<file path="src/rtl/bprom_pkg.sv">
package bprom_pkg;
  typedef struct packed {
    logic clear;
    logic advance;
    logic drive;
  } ctlStrobe_t;
endpackage

</file>
<file path="src/rtl/bprom_ctrl.sv">
module bprom_ctrl
  import bprom_pkg::*;
#(
  parameter bit RST_ACTIVE_HIGH = 1'b1
) (
  input  logic       rstOe,
  input  logic       ceN,
  input  logic       busy,
  input  logic       busyUse,
  input  logic       atEnd,
  output ctlStrobe_t strobe,
  output logic       ceoN
);
  logic rstHit;
  logic oeOn;
  logic ceOn;
  logic holdOn;

  // Polarity of the shared reset / enable pin is fixed at build time.
  generate
    if (RST_ACTIVE_HIGH) begin : g_rstHigh
      assign rstHit = rstOe;
    end else begin : g_rstLow
      assign rstHit = ~rstOe;
    end
  endgenerate

  assign oeOn   = ~rstHit;
  assign ceOn   = ~ceN;
  assign holdOn = busy & busyUse;

  always_comb begin
    strobe.clear   = rstHit;
    strobe.drive   = ceOn & oeOn;
    strobe.advance = ceOn & oeOn & ~holdOn & ~atEnd;
    ceoN           = ~(ceOn & oeOn & atEnd);
  end
endmodule

</file>
<file path="src/rtl/bprom_datapath.sv">
module bprom_datapath
  import bprom_pkg::*;
#(
  parameter int NUM_BYTES = 64,
  parameter bit WIDE      = 1'b0,
  localparam int DW       = WIDE ? 8 : 1,
  localparam int UNITS    = WIDE ? NUM_BYTES : NUM_BYTES * 8,
  localparam int AW       = $clog2(UNITS + 1),
  localparam int BAW      = $clog2(NUM_BYTES)
) (
  input  logic           clk,
  input  ctlStrobe_t     strobe,
  input  logic           wrEn,
  input  logic [BAW-1:0] wrAddr,
  input  logic [7:0]     wrData,
  output logic [DW-1:0]  data,
  output logic           dataOe,
  output logic [AW-1:0]  addr,
  output logic           atEnd
);
  logic [7:0]    store [NUM_BYTES];
  logic          clrAsync;
  logic [DW-1:0] unitSel;
  logic [BAW-1:0] byteIdx;

  always_ff @(posedge clk) begin
    if (wrEn) store[wrAddr] <= wrData;
  end

  assign clrAsync = strobe.clear;

  always_ff @(posedge clk or posedge clrAsync) begin
    if (clrAsync)            addr <= '0;
    else if (strobe.advance) addr <= addr + 1'b1;
  end

  assign atEnd = (addr == AW'(UNITS));

  generate
    if (WIDE) begin : g_byte
      assign byteIdx = BAW'(addr);
      assign unitSel = store[byteIdx];
    end else begin : g_serial
      logic [2:0] bitPos;
      logic [7:0] curByte;
      assign byteIdx = BAW'(addr >> 3);
      assign bitPos  = 3'd7 - addr[2:0];
      assign curByte = store[byteIdx];
      assign unitSel = curByte[bitPos];
    end
  endgenerate

  assign dataOe = strobe.drive;
  assign data   = (strobe.drive && !atEnd) ? unitSel : '0;
endmodule

</file>
<file path="src/rtl/bitstream_prom.sv">
module bitstream_prom
  import bprom_pkg::*;
#(
  parameter int NUM_BYTES       = 64,
  parameter bit WIDE            = 1'b0,
  parameter bit RST_ACTIVE_HIGH = 1'b1
) (
  input  logic                         clk,
  input  logic                         rstOe,
  input  logic                         ceN,
  input  logic                         busy,
  input  logic                         busyUse,
  input  logic                         wrEn,
  input  logic [$clog2(NUM_BYTES)-1:0] wrAddr,
  input  logic [7:0]                   wrData,
  output logic [(WIDE ? 8 : 1)-1:0]    data,
  output logic                         dataOe,
  output logic                         ceoN
);
  localparam int UNITS = WIDE ? NUM_BYTES : NUM_BYTES * 8;
  localparam int AW    = $clog2(UNITS + 1);

  ctlStrobe_t    strobe;
  logic          atEnd;
  logic [AW-1:0] addr;

  bprom_ctrl #(.RST_ACTIVE_HIGH(RST_ACTIVE_HIGH)) ctrl_i (
    .rstOe   (rstOe),
    .ceN     (ceN),
    .busy    (busy),
    .busyUse (busyUse),
    .atEnd   (atEnd),
    .strobe  (strobe),
    .ceoN    (ceoN)
  );

  bprom_datapath #(.NUM_BYTES(NUM_BYTES), .WIDE(WIDE)) dp_i (
    .clk    (clk),
    .strobe (strobe),
    .wrEn   (wrEn),
    .wrAddr (wrAddr),
    .wrData (wrData),
    .data   (data),
    .dataOe (dataOe),
    .addr   (addr),
    .atEnd  (atEnd)
  );
endmodule

</file>
<file path="config.mk">
export PLATFORM = sky130hd
export DESIGN_NAME = bitstream_prom
export DESIGN_NICKNAME = d
export VERILOG_FILES = /design/src/rtl/bprom_pkg.sv /design/src/rtl/bprom_ctrl.sv /design/src/rtl/bprom_datapath.sv /design/src/rtl/bitstream_prom.sv
export SDC_FILE = /design/constraint.sdc
export NUM_CORES = 1
export LEC_CHECK = 0
export BUFFER_PORTS_ARGS = -buffer_cell sky130_fd_sc_hd__buf_2
export CAP_MARGIN = 10
export CORE_UTILIZATION = 62
export DETAILED_ROUTE_END_ITERATION = 6
export PLACE_DENSITY = 0.77
export SYNTH_ARGS = -nofsm -noshare
export SYNTH_HDL_FRONTEND = slang
export SYNTH_SLANG_ARGS = --single-unit
</file>
<file path="constraint.sdc">
create_clock -name clk -period 7.7 [get_ports clk]
set_clock_uncertainty 0.2 [all_clocks]
set_input_delay 1.155 -clock clk [delete_from_list [all_inputs] [get_ports clk]]
set_output_delay 1.155 -clock clk [all_outputs]
set_load 0.02 [all_outputs]
</file>
==> impl_metrics.env <==
export IMPL_status="complete, but fails checks"
export IMPL_violations="design-rule violations"
export IMPL_post_cts_buffers=0
export IMPL_ys_types=55
export IMPL_synth_most_common_cell="edfxtp_1"
export IMPL_cts_root_buffer="clkbuf_16"
export IMPL_grt_max_degree=65
export IMPL_ys_ff_latch=522
export IMPL_dieArea_mm2=0.0340
export IMPL_core_mm2=0.0326
export IMPL_fin_hold_ws_ns=0.282
export IMPL_required_ns=6.34
export IMPL_worstMarginPinSlew_ns=1.29
export IMPL_peakVddDrop_mv=0.272
export IMPL_synth_top_area_cell="edfxtp_1"
export IMPL_syn_avg_cell_area_um2=21.0
export IMPL_gr_usage_all_layers=0.264
export IMPL_grt_pass1_vias=9893
export IMPL_path_max_fanout=42
export IMPL_tns_ns=0
export IMPL_crit_type="flip-flop to output pin"
export IMPL_cts_resized_gates=0
export IMPL_htree_levels=2
export IMPL_path_clk_slew_ns=0.06
export IMPL_yosysSeqAreaShare=0.757
export IMPL_grt_pass1_wl_um=63500
export IMPL_drtPass1Iterations=7
export IMPL_arrival_ns=4.26
export IMPL_syn_num_nets=1004
export IMPL_antenna_found_initial=0
export IMPL_clkSinkCount=522
export IMPL_p_leak_nw=6.81
export IMPL_final_period_utilization=0.729
export IMPL_worstSetupEndpointType="output pin"
export IMPL_ant_nets=0
export IMPL_rsz0062_at_grt="no"
export IMPL_syn_inst=982
export IMPL_dieHeight_um=184
export IMPL_chipWidth_um=184
export IMPL_cap_viol_max_count=0
export IMPL_async_reset_ff_frac=0.0192
export IMPL_cp_start_kind="flip-flop"
export IMPL_wire_per_inst_um=28.7
export IMPL_viasPerCell=6.71
export IMPL_clk_latency_ns=0.56
export IMPL_fmax_mhz=178
export IMPL_gr_total_overflow=0
export IMPL_layout_min_cycle_time_ns=5.61
export IMPL_slew_headroom=0.143
export IMPL_n_antenna_cell=0
export IMPL_fin_nets=1034
export IMPL_drc_errors=5
export IMPL_drt_iter0_markers=1257
export IMPL_routed_wl_um=42600
export IMPL_setup_viol=0
export IMPL_num_io_pins=23
export IMPL_synth_ff_type="edfxtp_1"
export IMPL_cts_buffers=47
export IMPL_vias=9978
export IMPL_synth_area_mm2=0.0206
export IMPL_synth_area_leaders="edfxtp_1 75%, mux4_2 13%, mux2i_1 1.6%"
export IMPL_finalMaxSlewViolations=0
export IMPL_cts_max_path_buffers=3
export IMPL_hpwl_um=25100
export IMPL_gp_congestion=0.896
export IMPL_hold_viol=0
export IMPL_start_util=0.632
export IMPL_power_density_mw_per_mm2=305
export IMPL_cts_hold_buf=0
export IMPL_yosysWarnings=0
export IMPL_synth_edf_count=512
export IMPL_area_growth_syn_to_layout_pct=8.97
export IMPL_portBuffers=22
export IMPL_min_path_type="flip-flop to flip-flop"
export IMPL_cts_tree="built"
export IMPL_netlist_top_cells_count="512 x edfxtp_1, 121 x mux4_2, 79 x nor2_1"
export IMPL_synth_top_area_frac=0.745
export IMPL_placementRows=66
export IMPL_drive_above_1_share=0.214
-- placed cells by master (no fill, tap or decap), types with 4 or more instances in the layout --
| master | synthesis | final |
|---|---|---|
| nor2b_1 | 11 | 11 |
| clkinv_2 | 0 | 4 |
| clkbuf_8 | 0 | 4 |
| a22oi_1 | 17 | 17 |
| mux4_1 | 5 | 5 |
| nand2b_1 | 6 | 6 |
| mux4_2 | 121 | 121 |
| o22ai_1 | 6 | 6 |
| mux2i_1 | 33 | 33 |
| dfrtp_1 | 10 | 7 |
| xnor2_1 | 8 | 8 |
| buf_4 | 5 | 7 |
| edfxtp_1 | 512 | 512 |
| a22o_1 | 5 | 5 |
| clkbuf_1 | 12 | 11 |
| clkinv_1 | 2 | 10 |
| o221ai_1 | 6 | 6 |
| nand3_1 | 21 | 21 |
| buf_2 | 18 | 22 |
| nor3_1 | 5 | 5 |
| clkbuf_16 | 0 | 49 |
| nor2_1 | 79 | 79 |
| nand2_1 | 23 | 23 |
| o21ai_0 | 11 | 11 |
| nand4_1 | 5 | 5 |
| a31oi_1 | 5 | 5 |
-- critical path, stage by stage (launching register included) --
cell	delay [ns]
dfrtp_4	0.99
buf_4	0.54
mux4_2	0.33
mux2i_1	0.12
o21ai_0	0.38
o22ai_1	0.13
a2111oi_1	0.45
nor3_1	0.11
a211oi_2	0.37
buf_2	0.24
-- power breakdown --
part | total [W] | internal (W) | switching [W] | leakage [nW]
combinational | 0.00130 | 0.000671 | 0.000632 | 1.38
clock | 0.00224 | 0.00127 | 0.000978 | 0.707
sequential | 0.00331 | 0.00315 | 0.000156 | 4.72
total | 0.00686 | 0.00509 | 0.00177 | 6.81
-- per-stage QoR --
step / std cells / area [µm²] / setup WS (ns) / power (W) / util
finish: 1487 / 22500 / 2.09 / 0.00686 / 0.689
global route: 1487 / 22500 / 1.83 / 0.00705 / 0.689
CTS: 1487 / 22500 / 2.05 / 0.00687 / 0.689
detailed placement: 1405 / 21000 / 2.68 / 0.00467 / 0.644
global placement: 1405 / 21000 / 2.71 / 0.00465 / 0.644
floorplan: 982 / 20600 / 4.12 / 0.00437 / -
-- layout make-up --
class / instances / area [µm²]
well taps: 442 / 553
fillers: 1930 / 10100
multi-input cells: 405 / 4610
clock buffers: 64 / 1320
flip-flops and latches: 522 / 15600
inverters: 5 / 18.8
repair buffers: 31 / 203
clock inverters: 18 / 141
-- registers in the layout, summed over array words and instances (netlist names) --
| signal | count |
|---|---|
| dp_i.store | 512 |
| dp_i.addr | 10 |
-- cells by family (layout without fill, tap and decap cells) --
group	after synthesis	after routing	synth area share
flops	522	522	0.757
simple gates	166	166	0.0377
mux	161	161	0.156
compound gates	67	67	0.0251
buf+inv	55	118	0.0192
xor+xnor	9	9	0.00382
fa+ha+maj	2	2	0.00121
-- routing by layer --
layer,up-vias,GRT usage,part of all wire
met4,0,0.0983,0.036
met5,-,0,0
met2,558,0.406,0.47
met1,5201,0.388,0.40
li1,4126,-,-
met3,93,0.0433,0.086
-- path summary, 6_finish.rpt --
check	startpoint	slack (ns)	depth (start not counted)	end
worst max-delay path	dp_i.addr[3]	2.09	9	data
worst min-delay path	dp_i.addr[9]	0.28	1	dp_i.addr[9]
worst max register to register	dp_i.addr[5]	4.11	7	dp_i.addr[9]
worst min register to register	dp_i.addr[9]	0.28	1	dp_i.addr[9]
max in group asynchronous	rstOe	6.52	2	dp_i.addr[5]
min in group asynchronous	rstOe	0.44	2	dp_i.addr[3]
(Power assumes the default switching activity.)
